`config.mk`:
```
export PLATFORM = sky130hd
export DESIGN_NAME = host_wake_ctrl
export DESIGN_NICKNAME = d
export VERILOG_FILES = /design/src/rtl/host_wake_pkg.sv /design/src/rtl/host_wake_sync.sv /design/src/rtl/host_wake_trig.sv /design/src/rtl/host_wake_latch.sv /design/src/rtl/host_wake_ctrl.sv
export SDC_FILE = /design/constraint.sdc
export NUM_CORES = 1
export LEC_CHECK = 0
export BUFFER_PORTS_ARGS = -buffer_cell sky130_fd_sc_hd__buf_2
export CAP_MARGIN = 20
export CORE_AREA = 3 3 40 42
export DETAILED_ROUTE_END_ITERATION = 8
export DIE_AREA = 0 0 43 45
export GPL_ROUTABILITY_DRIVEN = 0
export PLACE_DENSITY_LB_ADDON = 0.08
export SLEW_MARGIN = 20
export SYNTH_ARGS = -nofsm -noshare
export SYNTH_HDL_FRONTEND = slang
export SYNTH_SLANG_ARGS = --single-unit
```
`constraint.sdc`:
```
create_clock -name clk -period 0.9 [get_ports clk]
set_input_delay 0.09 -clock clk [delete_from_list [all_inputs] [get_ports clk]]
set_output_delay 0.09 -clock clk [all_outputs]
set_load 0.01 [all_outputs]
```
`src/rtl/host_wake_pkg.sv`:
```
package host_wake_pkg;
  localparam int unsigned NUM_FLT = 6;

  typedef enum logic [1:0] {
    PM_ACTIVE   = 2'b00,
    PM_SLEEP    = 2'b01,
    PM_VALIDATE = 2'b10,
    PM_SHUTDOWN = 2'b11
  } pmode_e;

  localparam logic [1:0] DIS_OFF = 2'b11;
endpackage

```
`src/rtl/host_wake_sync.sv`:
```
module host_wake_sync #(
  parameter int unsigned STAGES = 2
) (
  input  logic clk,
  input  logic rst_n,
  input  logic d_in,
  output logic q_out
);
  logic [STAGES-1:0] chain_q;
  logic [STAGES-1:0] chain_d;

  generate
    if (STAGES == 1) begin : g_one
      always_comb chain_d = d_in;
    end else begin : g_many
      always_comb chain_d = {chain_q[STAGES-2:0], d_in};
    end
  endgenerate

  always_ff @(posedge clk or negedge rst_n) begin
    if (!rst_n) chain_q <= '0;
    else        chain_q <= chain_d;
  end

  assign q_out = chain_q[STAGES-1];
endmodule

```
`src/rtl/host_wake_trig.sv`:
```
module host_wake_trig
  import host_wake_pkg::*;
#(
  parameter int unsigned NFLT = NUM_FLT
) (
  input  logic [1:0]      mode,
  input  logic [NFLT-1:0] flt,
  input  logic            go,
  input  logic [1:0]      dis,
  output logic            armed,
  output logic            fire
);
  logic quiet_mode;
  logic flt_any;
  logic flt_hit;
  logic go_hit;

  always_comb begin
    armed      = (dis != DIS_OFF);
    quiet_mode = (mode == PM_SLEEP) || (mode == PM_VALIDATE);
    flt_any    = |flt;
    flt_hit    = quiet_mode && flt_any;
    go_hit     = (mode == PM_ACTIVE) && go;
    fire       = armed && (flt_hit || go_hit);
  end
endmodule

```
`src/rtl/host_wake_latch.sv`:
```
module host_wake_latch (
  input  logic clk,
  input  logic rst_n,
  input  logic armed,
  input  logic fire,
  input  logic clr_wr,
  output logic drive_q,
  output logic sticky_q
);
  logic drive_d;
  logic sticky_d;
  logic activate;
  logic clear_ok;

  always_comb begin
    activate = fire && !drive_q;
    clear_ok = clr_wr && !armed;
    drive_d  = armed ? (drive_q || fire) : 1'b0;
    if (activate)      sticky_d = 1'b1;
    else if (clear_ok) sticky_d = 1'b0;
    else               sticky_d = sticky_q;
  end

  always_ff @(posedge clk or negedge rst_n) begin
    if (!rst_n) begin
      drive_q  <= 1'b0;
      sticky_q <= 1'b0;
    end else begin
      drive_q  <= drive_d;
      sticky_q <= sticky_d;
    end
  end
endmodule

```
`src/rtl/host_wake_ctrl.sv`:
```
module host_wake_ctrl
  import host_wake_pkg::*;
#(
  parameter int unsigned NFLT        = NUM_FLT,
  parameter int unsigned SYNC_STAGES = 2
) (
  input  logic            clk,
  input  logic            rst_n,
  input  logic [1:0]      pwr_mode,
  input  logic [NFLT-1:0] crit_flt,
  input  logic            wake_go,
  input  logic [1:0]      dis_field,
  input  logic            sysrst_wr,
  input  logic            pin_sense,
  output logic            wake_oe,
  output logic            wake_flt,
  output logic            wake_stat
);
  logic armed;
  logic fire;

  host_wake_trig #(.NFLT(NFLT)) u_trig (
    .mode  (pwr_mode),
    .flt   (crit_flt),
    .go    (wake_go),
    .dis   (dis_field),
    .armed (armed),
    .fire  (fire)
  );

  host_wake_latch u_latch (
    .clk      (clk),
    .rst_n    (rst_n),
    .armed    (armed),
    .fire     (fire),
    .clr_wr   (sysrst_wr),
    .drive_q  (wake_oe),
    .sticky_q (wake_flt)
  );

  host_wake_sync #(.STAGES(SYNC_STAGES)) u_sync (
    .clk   (clk),
    .rst_n (rst_n),
    .d_in  (pin_sense),
    .q_out (wake_stat)
  );
endmodule

```
* Word-level counts from Yosys, hierarchy flattened *
Cells that the tools add are included.
Widths: inputs -> output; s select.

cells by class
  equal/unequal tests = 3
  add/sub/neg operators = 0
  bitwise operators = 0
  magnitude comparators = 0
  divide/modulo/power cells = 0
  muxes and demuxes = 3
  shift-type cells = 0
  reductions and logical operators = 13
  multiply operators = 0

operator list
  operator            count
  $reduce_or 6->1     1
  $logic_and 1x1->1   5
  $logic_or 1x1->1    3
  $mux 1              3
  $eq 2x1->1 const B  1
  $eq 2x2->1 const B  1
  $logic_not 1->1     2
  $logic_not 2->1     1
  $ne 2x2->1 const B  1
  $reduce_bool 2->1   1

word-level totals
  output and inout bits = 3
  bits of input ports = 15
  memory bits (read-only) = 0
  logic and storage cells = 22
  flip-flop bits (word level) = 4
  memories = 0
  bits in writable memories = 0
  bits in latches = 0

* Logic depth before layout (Yosys ltp) *
Gate-level depths: netlist of the first run.

  depth in word-level cells = 7
  gate-level depth with buffers = 4
  gate-level depth less buffers = 4

* Modules after synthesis *
From an unflattened synthesis of the first run, not the netlist that was laid out.

unflattened totals
  cells, all modules = 17
  area total of the unflattened synthesis = 188.9 um^2

modules (own cells, without submodules)
  module           seq. area each (um^2)  area an instance (um^2)  cells an instance  times used
  host_wake_latch  50.0                   76.3                     6                  1
  host_wake_trig   0.0                    62.6                     9                  1
  host_wake_sync   50.0                   50.0                     2                  1

* Worst setup path after synthesis of the first run *
OpenSTA, ideal clock, no wires.

  path type = in2reg
  start point = input port crit_flt[5]
  end point = register u_latch.sticky_q
  data required time = 774 ps
  cell stages on the path = 3
  buffers on the path = 0
  data arrival time = 898 ps
  path slack = -124 ps
  path through = or4_4 > o311ai_1 > nand2_1

between the ends
  cells in the longest elaborated chain, start to end = 6
  elaborated cells on any way between the ends = 7

ends and longest elaborated chain
  what                                         line                   source
  from (decl)                                  host_wake_ctrl.sv:10   input logic [NFLT-1:0] crit_flt,
  $reduce_or 6->1 (*)                          host_wake_trig.sv:21   flt_any = |flt;
  $logic_and 1x1->1 (*)                        host_wake_trig.sv:22   flt_hit = quiet_mode && flt_any;
  $logic_or 1x1->1 (*)                         host_wake_trig.sv:24   fire = armed && (flt_hit || go_hit);
  $logic_and 1x1->1 (*)                        host_wake_trig.sv:24
  $logic_and 1x1->1 (*)                        host_wake_latch.sv:16  activate = fire && !drive_q;
  $mux 1 or $reduce_bool 2->1 (tied branches)  n/a
  to (signal assigned)                         host_wake_latch.sv:30  sticky_q <= sticky_d;
  to (decl)                                    host_wake_latch.sv:8   output logic sticky_q

Mark *: on every way between the ends. The rest lies on a longest branch, timed or not.
A chain may end at the register's enable or synchronous reset.

* Worst setup path after layout of the first run *
Ends and elaborated chain as after synthesis.

==> impl_metrics.py, run 1 <==
metrics = {
    "synthesis": {
        "synth_xor_area_share_pct": 0,
        "synthMuxAreaShare_pct": 0,
        "yosys.area_share.simple_pct": 12.8,
        "synth_fa_ha_area_share_pct": 6.76,
        "synth_top_family_by_area": "compound AO/OA/AOI/OAI gates",
        "synthCells": 17,
        "postSynthAreaPerCell_sq_um": 10.9,
        "syn-num-nets": 33,
        "ys_ff_latch": 4,
        "synth_compound_area_share_pct": 22.3,
        "syn_area_sq_um": 185,
        "yosys_warnings": 0,
        "synth.distinct_cells": 10,
        "ys_seq_area_share_pct": 54.1,
    },
    "floorplanning": {
        "initial_utilization_pct": 14.4,
        "io_pins": 18,
        "core_area_sq_um": 1280,
        "die_w_microns": 43,
        "placementRows": 13,
        "dieArea_sq_um": 1940,
        "die_y_microns": 45,
    },
    "pwr": {
        "p_sw_w": 0.000143,
        "power_leakage_nw": 0.177,
        "seqPwrFrac_pct": 37.8,
        "vdd_drop_max_uv": 436,
        "combPwrFrac_pct": 23.2,
        "switching_share_pct": 25.5,
        "clkPwrFrac_pct": 39.0,
        "internal-power_w": 0.000417,
        "powerDensity_nw_per_um2": 1530,
    },
    "global_route": {
        "grt_pass1_vias": 229,
        "track_usage_pct": 7.11,
        "antenna_found_initial": 0,
        "grt.overflow.total": 0,
        "grt_max_degree": 5,
        "grt_first_pass_wirelength_microns": 903,
    },
    "min_path": {
        "hp-class": "in -> reg",
        "whs_endpoint": "u_latch.drive_q",
        "holdCritStartpoint": "dis_field[1]",
        "hold_depth": 2,
    },
    "sta": {
        "final.min_clock_period_ns": 0.920,
        "max_freq_ghz": 1.09,
        "worst_slack_ns": -0.0202,
        "hold_viol": 0,
        "slew_headroom_pct": 86.3,
        "min_period_over_period_pct": 102,
        "worst_pin_slew_ns": 0.205,
        "finalSetupTns_ns": -0.0202,
        "drv_slew": 0,
        "finalSetupViolCount": 1,
        "fin_skew_ns": 0.0000770,
        "rsz0062_at_grt": "true",
    },
    "clock_network": {
        "clock_latency_ns": 0.23,
        "clockBufferDepth": 2,
        "htreeDepth": 1,
        "cts_tree": "done",
        "cts_num_sinks": 4,
        "path_clk_slew_ns": 0.04,
        "cts_made_buffers": 3,
        "cts_setup_buffers": 0,
        "cts_root_buffer": "clkbuf_4",
    },
    "setup_path": {
        "cp-startpoint": "crit_flt[5]",
        "r2r-end": "u_latch.sticky_q",
        "r2r-start": "u_latch.drive_q",
        "crit_arrival_ns": 1.03,
        "reg2regPathDepth": 3,
        "critPathKind": "in -> reg",
        "crit_required_ns": 1.01,
        "critPathLaunchType": "input port",
        "ff2ff_setup_slack_ns": 0.06,
        "critical_path.max_fanout": 2,
        "cp-end-kind": "flip-flop",
    },
    "cells_and_area": {
        "fin_nets": 57,
        "drive_above_1_share_pct": 59.0,
        "area_growth_pct": 98.0,
        "final_cell_mix": "buf_2 (16), dfrtp_1 (4), clkbuf_4 (3)",
        "diodes": 0,
        "final_common_cell": "buf_2",
    },
    "route": {
        "highest_layer": "met3",
        "detail_route.first_pass.iterations": 2,
        "ant_nets": 0,
        "route.detailed.drc": 0,
        "drt-met1-wl_microns": 225,
        "wl_met2_microns": 292,
        "met3_length_microns": 60,
        "num_vias": 219,
        "drtIter0Drc": 2,
        "drt-vias-per-instance": 4.06,
        "routed_wl_microns": 578,
        "avgRoutedWirePerCell_microns": 10.7,
    },
    "run": {
        "drv_cap": 0,
    },
    "place": {
        "numPortBuffers": 17,
        "dp_hpwl_microns": 468,
        "place_ws_ns": -0.285,
    },
    "outcome": {
        "status": "finished, violations left",
        "violations": "setup timing",
    },
}
synth_stat cells (all sizes together):
cell type  number  area share (%)
dfrtp           4              54
a21oi           2             5.4
a32oi           2             9.5
inv             2             4.1
nand2           2             4.1
ha              1             6.8
nand3           1             2.7
o21ai           1             2.7
o311ai          1             4.7
or4             1             6.1
routing by layer:
metal	GRT usage [%]	up-vias
met2	10.2	11
met4	5.42	0
met3	5.58	0
met1	6.83	98
li1	-	110
met5	0	-
state kept, by name (all words and copies together), names as in the netlist:
register / flops
u_latch.sticky_q: 1
u_latch.drive_q: 1
u_sync.chain_q: 2
worst max-delay path by stage:
stage                       end  slack [ns]  depth (start not counted)
2_1_floorplan  u_latch.sticky_q       -0.12                          3
3_3_place_gp   u_latch.sticky_q       -0.29                          4
3_5_place_dp   u_latch.sticky_q       -0.29                          4
4_1_cts        u_latch.sticky_q       -0.01                          4
5_1_grt        u_latch.sticky_q       -0.06                          4
6_report       u_latch.sticky_q       -0.02                          4
power groups by stage:
stage	clock network, W	logic [W]	registers [W]
after detailed placement	0	0.000106	0.000212
after CTS	0.000232	0.000121	0.000210
after global routing	0.000239	0.000149	0.000215
after floorplan	0	0.0000330	0.000221
after global placement	0	0.000107	0.000212
final	0.000219	0.000130	0.000212
per-stage QoR:
| stage | cell area, sq um | power, W | std cells | utilization (%) | hold slack [ns] |
|---|---|---|---|---|---|
| after CTS | 345 | 0.000562 | 54 | 26.9 | 0.0527 |
| after global placement | 289 | 0.000319 | 49 | 22.5 | -0.0995 |
| after global routing | 367 | 0.000603 | 54 | 28.5 | 0.107 |
| after detailed placement | 289 | 0.000318 | 49 | 22.5 | -0.0977 |
| after floorplan | 185 | 0.000254 | 17 | - | -0.206 |
| final | 367 | 0.000560 | 54 | 28.5 | 0.0926 |
critical path, cell delays in order:
cell	delay (ns)
buf_6	0.09
or4_4	0.54
o311ai_4	0.22
nand2_1	0.09
logic make-up (layout without fill, tap and decap cells):
family	Yosys count	in the layout
adders and majority gates	1	1
buffers and inverters	2	24
DFF	4	4
AOI/OAI and AO/OA	6	6
and+or+nand+nor	4	4
timing repair:
item                       in CTS  in global routing
gates resized for setup         2                  3
hold buffers                    2                  0
pin swaps                       1                  2
hold endpoints to repair        5                  0
setup endpoints to repair       1                  1
layout make-up:
cell class,instances,area [sq um]
Sequential cell,4,100
Fill cell,140,918
Inverter,2,7.51
Multi-Input combinational cell,11,106
Clock buffer,3,22.5
Tap cell,15,18.8
Timing Repair Buffer,19,111
No activity file was read; power rests on OpenSTA's default activity.
==> run 2: changes to the inputs <==
--- a/constraint.sdc
+++ b/constraint.sdc
@@ -3,2 +3,2 @@
 set_output_delay 0.09 -clock clk [all_outputs]
-set_load 0.01 [all_outputs]
+set_load 0.02 [all_outputs]
==> run 2 against run 1 <==
- the flow still finishes with violations (setup timing)
- sequential share of layout area decreased by 0.19 points
- maximum frequency about the same
- final cell count unchanged
- flip-flop and latch count unchanged
- final area increased by 0.68%
- clock power about the same
- die area unchanged
- clock skew unchanged
- first-iteration DRC count unchanged
- global-route usage unchanged
- register-to-register slack about the same
- sequential power about the same
- largest power group unchanged
==> impl_metrics.py, run 2 (same netlist as run 1, synthesis figures left out) <==
metrics = {
    "outcome": {
        "status": "finished, violations left",
        "violations": "setup timing",
    },
    "setup_path": {
        "cp-end-kind": "flip-flop",
        "critPathKind": "in -> reg",
        "crit_slowest_cell": "or4_4",
        "critical_path.max_fanout": 2,
        "crit_chain": "buf_6, or4_4, o311ai_4, nand2_1",
        "ff2ff_setup_slack_ns": 0.06,
        "crit_required_ns": 1.01,
        "critPathLaunchType": "input port",
        "path_buf_inv": 1,
        "critPathTopFamily": "simple AND/OR/NAND/NOR gates",
        "r2r-start": "u_latch.drive_q",
        "reg2regPathDepth": 3,
        "r2r-end": "u_latch.sticky_q",
        "slowest_delay_ns": 0.54,
        "crit_arrival_ns": 1.03,
    },
    "min_path": {
        "hp-class": "in -> reg",
        "holdCritStartpoint": "dis_field[1]",
        "whs_endpoint": "u_latch.drive_q",
        "hold_depth": 2,
    },
    "sta": {
        "worst_slack_ns": -0.0200,
        "fin_skew_ns": 0.0000770,
        "min_period_over_period_pct": 102,
        "drv_slew": 0,
        "max_freq_ghz": 1.09,
        "finalSetupViolCount": 2,
        "rsz0062_at_grt": "true",
        "whs_ns": 0.0981,
        "final.min_clock_period_ns": 0.920,
        "slew_headroom_pct": 86.3,
        "worst_pin_slew_ns": 0.205,
        "hold_viol": 0,
    },
    "clock_network": {
        "clockBufferDepth": 2,
        "path_clk_slew_ns": 0.04,
        "cts_tree": "done",
        "cts_num_sinks": 4,
        "htreeDepth": 1,
        "cts_root_buffer": "clkbuf_4",
        "cts_made_buffers": 3,
        "cts_setup_buffers": 0,
        "clock_latency_ns": 0.23,
    },
    "cells_and_area": {
        "final_core_util_pct": 28.7,
        "largest_reg_flops": 2,
        "final_area_sq_um": 369,
        "final_common_cell": "buf_2",
        "fin_nets": 57,
        "drive_above_1_share_pct": 59.0,
        "area_growth_pct": 99.3,
        "largest_registers": "u_sync.chain_q x2, u_latch.drive_q x1, u_latch.sticky_q x1",
        "final_cell_mix": "buf_2 (15), dfrtp_1 (4), clkbuf_4 (3)",
        "diodes": 0,
        "largest_register": "u_sync.chain_q",
    },
    "pwr": {
        "power_leakage_nw": 0.178,
        "combPwrFrac_pct": 25.4,
        "switching_share_pct": 27.2,
        "seqPwrFrac_pct": 36.7,
        "powerDensity_nw_per_um2": 1560,
        "vdd_drop_max_uv": 443,
        "clkPwrFrac_pct": 37.9,
        "internal-power_w": 0.000420,
        "p_sw_w": 0.000157,
    },
    "floorplanning": {
        "die_w_microns": 43,
        "core_area_sq_um": 1280,
        "dieArea_sq_um": 1940,
        "initial_utilization_pct": 14.4,
        "placementRows": 13,
        "io_pins": 18,
        "die_y_microns": 45,
    },
    "route": {
        "drt-vias-per-instance": 4.09,
        "routed_wl_microns": 582,
        "route.detailed.drc": 0,
        "ant_nets": 0,
        "detail_route.first_pass.iterations": 2,
        "drtIter0Drc": 2,
        "avgRoutedWirePerCell_microns": 10.8,
        "num_vias": 221,
    },
    "global_route": {
        "grt_max_degree": 5,
        "track_usage_pct": 7.11,
        "grt.overflow.total": 0,
        "grt_pass1_vias": 229,
        "grt_first_pass_wirelength_microns": 903,
        "antenna_found_initial": 0,
    },
    "place": {
        "place_area_sq_um": 289,
        "numPortBuffers": 17,
        "dp_hpwl_microns": 468,
    },
    "run": {
        "drv_cap": 0,
    },
}
==> run 2: cell types whose count changed in the layout (fill, tap and decap cells not counted) <==
cell,change
buf_2,-1
buf_4,+1
==> run 2: worst max path at each step <==
stage,from,endpoint,slack (ns),cells after the start
global route,crit_flt[5],u_latch.sticky_q,-0.06,4
floorplan,crit_flt[5],u_latch.sticky_q,-0.12,3
finish,crit_flt[5],u_latch.sticky_q,-0.02,4
detailed placement,crit_flt[5],u_latch.sticky_q,-0.29,4
CTS,crit_flt[5],u_latch.sticky_q,-0.01,4
global placement,crit_flt[5],u_latch.sticky_q,-0.29,4
==> run 2: power by group through the flow <==
stage	Combinational, W	Sequential [W]	Clock (W)
4_1_cts	0.000134	0.000210	0.000232
2_1_floorplan	0.0000329	0.000234	0
5_1_grt	0.000165	0.000215	0.000239
6_report	0.000146	0.000212	0.000219
3_5_place_dp	0.000120	0.000212	0
3_3_place_gp	0.000121	0.000212	0
==> run 2: worst register-to-register path, stage by stage (launching register included) <==
cell	delay (ns)
dfrtp_1	0.41
a21oi_4	0.17
o311ai_4	0.12
nand2_1	0.09
==> run 2: stage by stage <==
stage / setup TNS (ns) / total power [W] / instances / setup slack, ns
after floorplan: -0.124 / 0.000267 / 17 / -0.124
after global placement: -0.433 / 0.000332 / 49 / -0.294
after detailed placement: -0.435 / 0.000332 / 49 / -0.285
after CTS: -0.0138 / 0.000576 / 54 / -0.0138
after global routing: -0.0937 / 0.000620 / 54 / -0.0611
final: -0.0259 / 0.000577 / 54 / -0.0200
==> run 2: routing by layer <==
metal / vias up / GRT usage, % / part of all wire [%]
met2: 11 / 10.2 / 50
li1: 111 / - / -
met3: 0 / 5.58 / 11
met1: 99 / 6.83 / 39
met4: 0 / 5.42 / 0
met5: - / 0 / 0
==> run 2: layout make-up <==
| cell class | instances | area (sq um) |
|---|---|---|
| Sequential cell | 4 | 100 |
| Inverter | 2 | 7.51 |
| Fill cell | 140 | 916 |
| Clock buffer | 3 | 22.5 |
| Tap cell | 15 | 18.8 |
| Timing Repair Buffer | 19 | 114 |
| Multi-Input combinational cell | 11 | 106 |
==> run 2: repair_timing <==
| item | 4_1_cts | 5_1_grt |
|---|---|---|
| hold buffers | 2 | 0 |
| resized for setup | 2 | 4 |
| setup endpoints to repair | 1 | 1 |
| pin swaps | 1 | 2 |
| endpoints found under the hold margin | 5 | 0 |
